<file path="config.mk">
export PLATFORM = sky130hd
export DESIGN_NAME = fe_pipe
export DESIGN_NICKNAME = d
export VERILOG_FILES = /design/src/rtl/fe_pipe_pkg.sv /design/src/rtl/fe_chan_state.sv /design/src/rtl/fe_stage_ctl.sv /design/src/rtl/fe_data_latch.sv /design/src/rtl/fe_pipe.sv
export SDC_FILE = /design/constraint.sdc
export NUM_CORES = 1
export LEC_CHECK = 0
export CAP_MARGIN = 0
export CORE_MARGIN = 1
export CORE_UTILIZATION = 28
export CTS_CLUSTER_DIAMETER = 80
export DETAILED_ROUTE_END_ITERATION = 10
export PLACE_DENSITY = 0.43
export SETUP_SLACK_MARGIN = 0.1
export SLEW_MARGIN = 20
export SYNTH_ARGS = -nofsm -noshare
export SYNTH_HDL_FRONTEND = slang
export SYNTH_SLANG_ARGS = --single-unit
</file>
<file path="constraint.sdc">
create_clock -name clk -period 1.46 [get_ports clk]
set_input_delay 0.219 -clock clk [delete_from_list [all_inputs] [get_ports clk]]
set_output_delay 0.219 -clock clk [all_outputs]
set_load 0.05 [all_outputs]
</file>
<file path="src/rtl/fe_pipe_pkg.sv">
package fe_pipe_pkg;
  // Channel state encoding: one bit carries request and acknowledge together.
  localparam logic CH_FULL  = 1'b0;
  localparam logic CH_EMPTY = 1'b1;

  // Stage controller phase: idle, or midway through forwarding an item.
  typedef enum logic {
    PH_IDLE = 1'b0,
    PH_MOVE = 1'b1
  } stage_ph_e;
endpackage

</file>
<file path="src/rtl/fe_chan_state.sv">
module fe_chan_state
  import fe_pipe_pkg::*;
(
  input  logic clk,
  input  logic rst,
  input  logic mark_full,
  input  logic mark_empty,
  output logic st
);
  // One shared state bit per channel; vacant out of reset.
  always_ff @(posedge clk) begin
    if (rst) begin
      st <= CH_EMPTY;
    end else if (mark_full) begin
      st <= CH_FULL;
    end else if (mark_empty) begin
      st <= CH_EMPTY;
    end
  end
endmodule

</file>
<file path="src/rtl/fe_stage_ctl.sv">
module fe_stage_ctl
  import fe_pipe_pkg::*;
(
  input  logic clk,
  input  logic rst,
  input  logic in_st,
  input  logic out_st,
  output logic fire,
  output logic deliver
);
  stage_ph_e ph_q;

  // Decision from registered channel states only: input full, output vacant.
  always_comb begin
    fire    = (ph_q == PH_IDLE) && (in_st == CH_FULL) && (out_st == CH_EMPTY);
    deliver = (ph_q == PH_MOVE);
  end

  always_ff @(posedge clk) begin
    if (rst) begin
      ph_q <= PH_IDLE;
    end else begin
      case (ph_q)
        PH_IDLE: if (fire) ph_q <= PH_MOVE;
        PH_MOVE: ph_q <= PH_IDLE;
        default: ph_q <= PH_IDLE;
      endcase
    end
  end
endmodule

</file>
<file path="src/rtl/fe_data_latch.sv">
module fe_data_latch #(
  parameter int DW = 8
) (
  input  logic          clk,
  input  logic          en,
  input  logic [DW-1:0] d,
  output logic [DW-1:0] q
);
  // Data path carries no reset; validity lives in the channel state bits.
  always_ff @(posedge clk) begin
    if (en) q <= d;
  end
endmodule

</file>
<file path="src/rtl/fe_pipe.sv">
module fe_pipe
  import fe_pipe_pkg::*;
#(
  parameter int STAGES = 4,
  parameter int DW     = 8
) (
  input  logic          clk,
  input  logic          rst,
  input  logic          wr_valid,
  input  logic [DW-1:0] wr_data,
  output logic          wr_ready,
  output logic          rd_valid,
  output logic [DW-1:0] rd_data,
  input  logic          rd_take
);
  localparam int NCH = STAGES + 1;

  logic [NCH-1:0]         ch_st;
  logic [NCH-1:0]         set_full;
  logic [NCH-1:0]         set_empty;
  logic [STAGES-1:0]      fire;
  logic [STAGES-1:0]      deliver;
  logic [NCH-1:0]         lat_en;
  logic [NCH-1:0][DW-1:0] lat_d;
  logic [NCH-1:0][DW-1:0] lat_q;

  // Stage controllers sit between channel k and channel k+1.
  for (genvar k = 0; k < STAGES; k++) begin : g_stage
    fe_stage_ctl u_ctl (
      .clk    (clk),
      .rst    (rst),
      .in_st  (ch_st[k]),
      .out_st (ch_st[k+1]),
      .fire   (fire[k]),
      .deliver(deliver[k])
    );
  end

  // Channel state bits and the latch that holds each channel's item.
  for (genvar c = 0; c < NCH; c++) begin : g_chan
    if (c == 0) begin : g_head
      always_comb begin
        set_full[c]  = wr_valid && (ch_st[c] == CH_EMPTY);
        set_empty[c] = fire[c];
        lat_en[c]    = set_full[c];
        lat_d[c]     = wr_data;
      end
    end else if (c == NCH - 1) begin : g_tail
      always_comb begin
        set_full[c]  = deliver[c-1];
        set_empty[c] = rd_take && (ch_st[c] == CH_FULL);
        lat_en[c]    = fire[c-1];
        lat_d[c]     = lat_q[c-1];
      end
    end else begin : g_mid
      always_comb begin
        set_full[c]  = deliver[c-1];
        set_empty[c] = fire[c];
        lat_en[c]    = fire[c-1];
        lat_d[c]     = lat_q[c-1];
      end
    end

    fe_chan_state u_st (
      .clk       (clk),
      .rst       (rst),
      .mark_full (set_full[c]),
      .mark_empty(set_empty[c]),
      .st        (ch_st[c])
    );

    fe_data_latch #(.DW(DW)) u_lat (
      .clk(clk),
      .en (lat_en[c]),
      .d  (lat_d[c]),
      .q  (lat_q[c])
    );
  end

  // All outputs come straight from registers.
  always_comb begin
    wr_ready = (ch_st[0] == CH_EMPTY);
    rd_valid = (ch_st[STAGES] == CH_FULL);
    rd_data  = lat_q[STAGES];
  end
endmodule

</file>
==> results of run 1 <==
==> power groups by stage <==
stage	logic [mW]	clock network (mW)	registers (mW)
2_1_floorplan	0.0338	0	1.61
3_3_place_gp	0.0904	0	1.60
3_5_place_dp	0.0928	0	1.60
4_1_cts	0.0928	0.959	1.57
5_1_grt	0.0987	1.02	1.58
6_report	0.0906	0.918	1.57
==> cell usage in the layout, fill, tap and decap left out, drive strengths merged <==
| master | count |
|---|---|
| a21oi | 3 |
| edfxtp | 40 |
| buf | 14 |
| and2b | 1 |
| nor2b | 3 |
| and2 | 1 |
| nand2b | 3 |
| a211o | 1 |
| nor2 | 7 |
| clkdlybuf4s50 | 11 |
| clkinv | 1 |
| clkbuf | 6 |
| nor3 | 3 |
| inv | 2 |
| o21bai | 1 |
| dfxtp | 9 |
| bufinv | 1 |
| nor3b | 1 |
==> stage by stage <==
stage,hold slack [ns],utilization
6_report,0.420,0.379
5_1_grt,0.430,0.379
4_1_cts,0.422,0.379
3_5_place_dp,0.405,0.358
3_3_place_gp,0.406,0.358
2_1_floorplan,0.318,-
==> layer usage <==
metal	vias to the layer above	track usage	wire, µm
li1	339	-	-
met5	-	0	0
met4	0	0.0404	13
met3	2	0.0431	117
met2	23	0.0973	747
met1	287	0.0620	653
==> layout make-up <==
| cell class | instances | area [µm²] | share of cell area |
|---|---|---|---|
| inverter | 2 | 7.51 | 0.00380 |
| sequential | 49 | 1380 | 0.701 |
| timing repair buffer | 25 | 240 | 0.122 |
| multi-input combinational | 24 | 144 | 0.0729 |
| clock inverter | 2 | 38.8 | 0.0197 |
| tap | 70 | 87.6 | 0.0444 |
| clock buffer | 6 | 72.6 | 0.0368 |
==> sequential cells by signal, indices dropped and copies added (netlist names) <==
signal / flops
g_chan.u_lat.q: 40
g_chan.u_st.st: 5
g_stage.u_ctl.deliver: 4
==> path summary, 6_finish.rpt <==
path | startpoint | end | slack [ns] | depth (start not counted)
setup / recovery | g_chan[1].u_st.st | g_chan[1].u_lat.q[5] | 0.27 | 1
hold / removal | g_chan[2].u_lat.q[2] | g_chan[3].u_lat.q[2] | 0.42 | 0
setup reg to reg | g_chan[1].u_st.st | g_chan[1].u_lat.q[5] | 0.27 | 1
hold reg to reg | g_chan[2].u_lat.q[2] | g_chan[3].u_lat.q[2] | 0.42 | 0
==> cell families after synthesis <==
group                  Yosys count
buffers and inverters            3
AOI/OAI and AO/OA                5
DFF                             49
and+or+nand+nor                 19
==> impl_metrics.yaml, run 1 <==
run_status:
  status: "completed"
yosys:
  synth_top_family_by_area: "simple AND/OR/NAND/NOR gates"
  synthMuxAreaShare: 0
  yosys_warnings: 0
  synth.top_cell.area_share: 0.778
  synth_top_cell_by_area: "edfxtp_1"
  ys_types: 14
  synthSimpleGateAreaFrac: 0.0729
  synth_ff_type: "edfxtp_1"
  synth_seq_cells: 49
  synth_edf_count: 40
  ys_async_sr_fraction: 0
  seq_area_frac_synth: 0.895
  synth_xor_xnor_area_share: 0
  syn_avg_cell_area_um2: 20.3
  synth_fa_ha_area_frac: 0
  synth_nets: 88
  yosys-top-cells-area: "edfxtp_1 (78%), dfxtp_1 (12%), nor2_1 (1.7%)"
  synth-compound-area-share: 0.0203
  synthCells: 76
  synth_most_common_cell: "edfxtp_1"
  synthTopCellsByCount: "edfxtp_1 (40), dfxtp_1 (9), nor2_1 (7)"
  synth_area_mm2: 0.00154
placement:
  dp_slack_ns: 0.0934
  dp.cells: 170
  gp_congestion: 0.578
  placed_cell_area_mm2: 0.00186
  port_buffers: 21
  dp_hpwl_um: 1110
floorplanning:
  io_pins: 22
  die_h_um: 76.3
  start_util: 0.297
  fp-row-count: 26
  die-width_um: 76.3
  die_area_mm2: 0.00581
  core_area_mm2: 0.00520
setup_path:
  critPathRequiredTime_ns: 1.40
  cpPeakStageDelay_ns: 0.46
  slowest_stage: "nor3b_4"
  worst-path-max-fanout: 10
  critPathTopFamily: "simple AND/OR/NAND/NOR gates"
  cp.buffers_inverters: 0
  worstPathArrival_ns: 1.13
  crit_chain: "nor3b_4"
  end_kind: "flip-flop"
  start_kind: "flip-flop"
  path_class: "flip-flop to flip-flop"
grt:
  first_global_vias: 621
  grt_usage: 0.0634
  grt_antenna_before_repair: 0
  grt_overflow: 0
  grt_pass1_wl_um: 2680
  grt_max_degree: 16
power_and_ir_drop:
  power_frac_comb: 0.035
  leakage_nw: 0.700
  power.share.clock: 0.356
  internal_power_mw: 2.12
  switching_share: 0.178
  seqPwrFrac: 0.609
  p_total_mw: 2.58
  p_switching_uw: 460
  peakVddDrop_v: 0.000602
  p_per_area_mw_per_mm2: 1310
sta:
  setup_viol: 0
  finalCritPeriodShare: 0.817
  rsz0062_at_grt: "no"
  clock.fmax_ghz: 0.838
  drv_slew: 0
  finalWorstSetupSlack_ns: 0.267
  hold_violations: 0
  tightest_slew_ns: 0.473
  fin_skew_ns: 0.00356
  slew_headroom: 0.684
  fin_tns_setup_ns: 0
  fin_crit_ns: 1.19
cts:
  numCtsBuffers: 5
  cts_setup_buffers: 0
  clkSlewWorstSetupHoldPaths_ns: 0.08
  root_buffer: "clkbuf_8"
  clockBufferDepth: 2
  cts_tree: "yes"
  clock_latency_ns: 0.29
  hold_buffers: 0
  post_cts_resized: 0
  cts-htree-levels: 2
  clock_sinks: 49
final_layout:
  fill_cells: 519
  num_antenna_cells: 0
  nets: 119
  areaGrowthSynthToFinish_pct: 27.8
  fin_cells: 178
  drive_gt1_frac: 0.222
  final_cell_area_mm2: 0.00197
drt:
  ant_nets: 0
  viasPerCell: 3.66
  drtIter0Drc: 11
  drc: 0
  vias: 651
  wl_per_cell_um: 8.61
  drt_pass1_iterations: 2
  routed_wl_um: 1530
job:
  max_cap_violations: 0
worst_hold_path:
  hold_path_class: "flip-flop to flip-flop"
Power figures use the tool's default switching activity.
==> run 2: changes to the inputs <==
==> constraint.sdc (replaced) <==
create_clock -name clk -period 1.21 [get_ports clk]
set_input_delay 0.1815 -clock clk [delete_from_list [all_inputs] [get_ports clk]]
set_output_delay 0.1815 -clock clk [all_outputs]
set_load 0.05 [all_outputs]
==> run 2 against run 1 <==
Compared with the run above: die area stayed put; final cell count is 0.56% higher; critical path type is now flip-flop to output port; clock power is 4.8% higher; sequential power is 20% higher; cell area is 5.8% higher.
==> impl_metrics.yaml, run 2 (synthesis gave the netlist of run 1 again) <==
final_layout:
  fin_util: 0.401
  nets: 120
  num_antenna_cells: 0
  final_cell_area_mm2: 0.00209
  largest-register: "g_chan.u_lat.q"
  largest_reg_flops: 40
  fin_cells: 179
  layout_common_cells: "edfxtp_1 (40), clkdlybuf4s50_1 (11), buf_12 (11)"
  areaGrowthSynthToFinish_pct: 35.3
  drive_gt1_frac: 0.284
  layout_commonest_cell: "edfxtp_1"
setup_path:
  critPathTopFamily: "flip-flops"
  cpPeakStageDelay_ns: 0.42
  slowest_stage: "edfxtp_1"
  worst-path-max-fanout: 1
  start_kind: "flip-flop"
  end_kind: "output port"
  cp.buffers_inverters: 1
  worstPathArrival_ns: 0.89
  critPathRequiredTime_ns: 1.03
  path_class: "flip-flop to output port"
  crit_chain: "buf_12"
drt:
  vias: 644
  drtIter0Drc: 24
  ant_nets: 0
  drc: 0
  routed_wl_um: 1510
  wl_per_cell_um: 8.41
  viasPerCell: 3.60
  drt_pass1_iterations: 3
grt:
  grt_usage: 0.0585
  grt_overflow: 0
  first_global_vias: 618
  grt_max_degree: 18
  grt_antenna_before_repair: 0
  grt_pass1_wl_um: 2560
floorplanning:
  die-width_um: 76.3
  fp-row-count: 26
  die_area_mm2: 0.00581
  io_pins: 22
  die_h_um: 76.3
  core_area_mm2: 0.00520
  start_util: 0.297
cts:
  hold_buffers: 0
  root_buffer: "clkbuf_8"
  clock_latency_ns: 0.30
  clockBufferDepth: 2
  clock_sinks: 49
  clkSlewWorstSetupHoldPaths_ns: 0.09
  cts-htree-levels: 2
  cts_setup_buffers: 0
  numCtsBuffers: 5
  cts_tree: "yes"
  post_cts_resized: 0
sta:
  drv_slew: 0
  clock.fmax_ghz: 0.930
  fin_skew_ns: 0.00539
  finalCritPeriodShare: 0.888
  rsz0062_at_grt: "yes"
  setup_viol: 0
  hold_violations: 0
  tightest_slew_ns: 0.187
  fin_crit_ns: 1.07
  slew_headroom: 0.876
  fin_tns_setup_ns: 0
power_and_ir_drop:
  switching_share: 0.206
  p_per_area_mw_per_mm2: 1430
  p_switching_uw: 613
  leakage_nw: 0.731
  power.share.clock: 0.323
  power_frac_comb: 0.042
  p_total_mw: 2.98
  internal_power_mw: 2.37
  seqPwrFrac: 0.635
  peakVddDrop_v: 0.000685
run_status:
  status: "completed"
placement:
  gp_congestion: 0.597
  port_buffers: 21
  placed_cell_area_mm2: 0.00199
  dp.cells: 171
  dp_hpwl_um: 1070
worst_hold_path:
  hold_path_class: "flip-flop to flip-flop"
job:
  max_cap_violations: 0
-- run 2: area by class of cell --
cell class | count | area, µm²
fill | 479 | 3120
clock buffer | 5 | 68.8
clock inverter | 3 | 26.3
inverter | 2 | 7.51
multi-input combinational | 24 | 150
tap | 70 | 87.6
timing repair buffer | 26 | 360
sequential | 49 | 1390
-- run 2: through the flow --
step	hold WS (ns)	setup slack (ns)
2_1_floorplan	0.280	0.0190
3_3_place_gp	0.406	0.00562
3_5_place_dp	0.405	-0.0179
4_1_cts	0.421	0.118
5_1_grt	0.422	0.0997
6_report	0.418	0.135
-- run 2: power by group through the flow --
stage               Sequential (mW)  Combinational [mW]  Clock [mW]
finish                         1.89               0.126       0.962
global route                   1.90               0.135        1.06
CTS                            1.90               0.128        1.00
detailed placement             1.93               0.128           0
global placement               1.93               0.124           0
floorplan                      1.94              0.0415           0
-- run 2: worst paths after layout --
| check | start | end | slack (ns) | depth (start not counted) |
|---|---|---|---|---|
| max | g_chan[4].u_lat.q[4] | rd_data[4] | 0.14 | 1 |
| min | g_chan[1].u_lat.q[1] | g_chan[2].u_lat.q[1] | 0.42 | 0 |
| max reg2reg | g_chan[1].u_st.st | g_chan[1].u_lat.q[4] | 0.15 | 2 |
| min reg2reg | g_chan[1].u_lat.q[1] | g_chan[2].u_lat.q[1] | 0.42 | 0 |
-- run 2: routing by layer --
metal	vias up	track usage	routed length (µm)
met5	-	0	0
met4	0	0.0462	39
met3	7	0.0287	113
met2	23	0.100	756
met1	274	0.0521	596
li1	340	-	-
==> run 3: changes to the inputs <==
--- a/config.mk
+++ b/config.mk
@@ -10,9 +10,10 @@
 export CORE_UTILIZATION = 28
 export CTS_CLUSTER_DIAMETER = 80
 export DETAILED_ROUTE_END_ITERATION = 10
-export PLACE_DENSITY = 0.43
+export DONT_BUFFER_PORTS = 1
+export PLACE_DENSITY = 0.37
 export SETUP_SLACK_MARGIN = 0.1
-export SLEW_MARGIN = 20
+export SLEW_MARGIN = 15
 export SYNTH_ARGS = -nofsm -noshare
 export SYNTH_HDL_FRONTEND = slang
 export SYNTH_SLANG_ARGS = --single-unit
==> run 3 against run 2 <==
Compared with the run above: cell area fell by 11%; sequential share of layout area rose by 8.1 points; flip-flop and latch count did not move; clock power fell by 11%; clock skew rose by 0.0024 ns; count of clock-buffer cells in the layout did not move; critical endpoint is now rd_data[5]; wire length rose by 1.9%; critical path type unchanged.
==> impl_metrics.yaml, run 3 (synthesis gave the netlist of run 1 again) <==
placement:
  dp.cells: 149
  gp_congestion: 0.605
  port_buffers: 0
  dp_hpwl_um: 951
  placed_cell_area_mm2: 0.00167
setup_path:
  cp.depth: 0
  ff2ff_path_depth: 2
  end_kind: "output port"
  endpoint: "rd_data[5]"
  crit_path_start: "g_chan[4].u_lat.q[5]"
  critPathRequiredTime_ns: 1.03
  reg2reg_slack_ns: 0.16
  worst-path-max-fanout: 1
  rr_startpoint: "g_chan[1].u_st.st"
  worstPathArrival_ns: 0.93
  path_class: "flip-flop to output port"
  start_kind: "flip-flop"
  reg2reg_to: "g_chan[1].u_lat.q[1]"
cts:
  clock_sinks: 49
  root_buffer: "clkbuf_8"
  cts_tree: "yes"
  clkSlewWorstSetupHoldPaths_ns: 0.08
  clock_latency_ns: 0.29
  numCtsBuffers: 5
  clockBufferDepth: 2
  cts_setup_buffers: 0
  cts-htree-levels: 2
sta:
  clock.fmax_ghz: 0.901
  hold_violations: 0
  fin_crit_ns: 1.11
  finalCritPeriodShare: 0.918
  slew_headroom: 0.696
  setup_viol: 0
  fin_tns_setup_ns: 0
  drv_slew: 0
  tightest_slew_ns: 0.457
  fin_skew_ns: 0.00781
  rsz0062_at_grt: "yes"
grt:
  grt_antenna_before_repair: 0
  first_global_vias: 604
  grt_usage: 0.0598
  grt_overflow: 0
  grt_max_degree: 15
  grt_pass1_wl_um: 2530
floorplanning:
  die-width_um: 76.3
  io_pins: 22
  die_h_um: 76.3
  start_util: 0.297
  core_area_mm2: 0.00520
  die_area_mm2: 0.00581
  fp-row-count: 26
final_layout:
  final_cell_area_mm2: 0.00187
  drive_gt1_frac: 0.229
  largest-register: "g_chan.u_lat.q"
  fin_cells: 166
  largest_reg_flops: 40
  layout_commonest_cell: "edfxtp_1"
  num_antenna_cells: 0
  layout_common_cells: "edfxtp_1 (40), dlygate4sd3_1 (9), nor2_1 (5), clkbuf_8 (5), dfxtp_1 (4)"
  nets: 107
  areaGrowthSynthToFinish_pct: 21.0
power_and_ir_drop:
  leakage_nw: 0.620
  peakVddDrop_v: 0.000784
  p_total_mw: 2.85
  p_per_area_mw_per_mm2: 1530
job:
  max_cap_violations: 0
drt:
  ant_nets: 0
  vias: 604
  drc: 0
  wl_per_cell_um: 9.23
  drt_pass1_iterations: 3
  routed_wl_um: 1530
  viasPerCell: 3.64
  drtIter0Drc: 11
run_status:
  status: "completed"
worst_hold_path:
  hold_path_class: "input pin to flip-flop"
run 3: report_power, final:
part / switching (mW) / leakage, nW / total [mW] / internal [mW]
Clock: 0.470 / 0.0430 / 0.859 / 0.389
Combinational: 0.0448 / 0.137 / 0.0959 / 0.0511
Sequential: 0.0199 / 0.440 / 1.89 / 1.87
Total: 0.535 / 0.620 / 2.85 / 2.31
run 3: routing by layer:
layer,part of all wire,GRT usage
met1,0.46,0.0573
met2,0.44,0.0928
met3,0.076,0.0467
met4,0.018,0.0288
met5,0,0
run 3: worst min-delay path by stage:
stage	start	endpoint	slack, ns	cells past startpoint
2_1_floorplan	wr_data[0]	g_chan[0].u_lat.q[0]	0.28	0
3_3_place_gp	rst	g_stage[3].u_ctl.deliver	0.26	1
3_5_place_dp	rst	g_stage[2].u_ctl.deliver	0.26	1
4_1_cts	rst	g_chan[3].u_st.st	0.03	2
5_1_grt	rd_take	g_chan[4].u_st.st	0.01	2
6_report	rd_take	g_chan[4].u_st.st	0.04	2
run 3: through the flow:
step,worst slack (ns),util,hold slack [ns]
after floorplan,0.0190,-,0.280
after global placement,0.0740,0.321,0.260
after detailed placement,0.0467,0.321,0.262
after CTS,0.0851,0.356,0.0267
after global routing,0.0639,0.359,0.0114
final,0.0997,0.359,0.0352
run 3: layout make-up:
class,instances,area [µm²]
sequential,49,1390
clock buffer,5,68.8
inverter,2,11.3
timing repair buffer,13,133
tap,70,87.6
multi-input combinational,24,163
fill,511,3340
clock inverter,3,12.5
run 3: timing repair:
item,CTS,global route
resized for setup,3,5
endpoints found under the setup margin,17,33
pin swaps,0,1
hold endpoints to repair,13,0
hold buffers,9,0
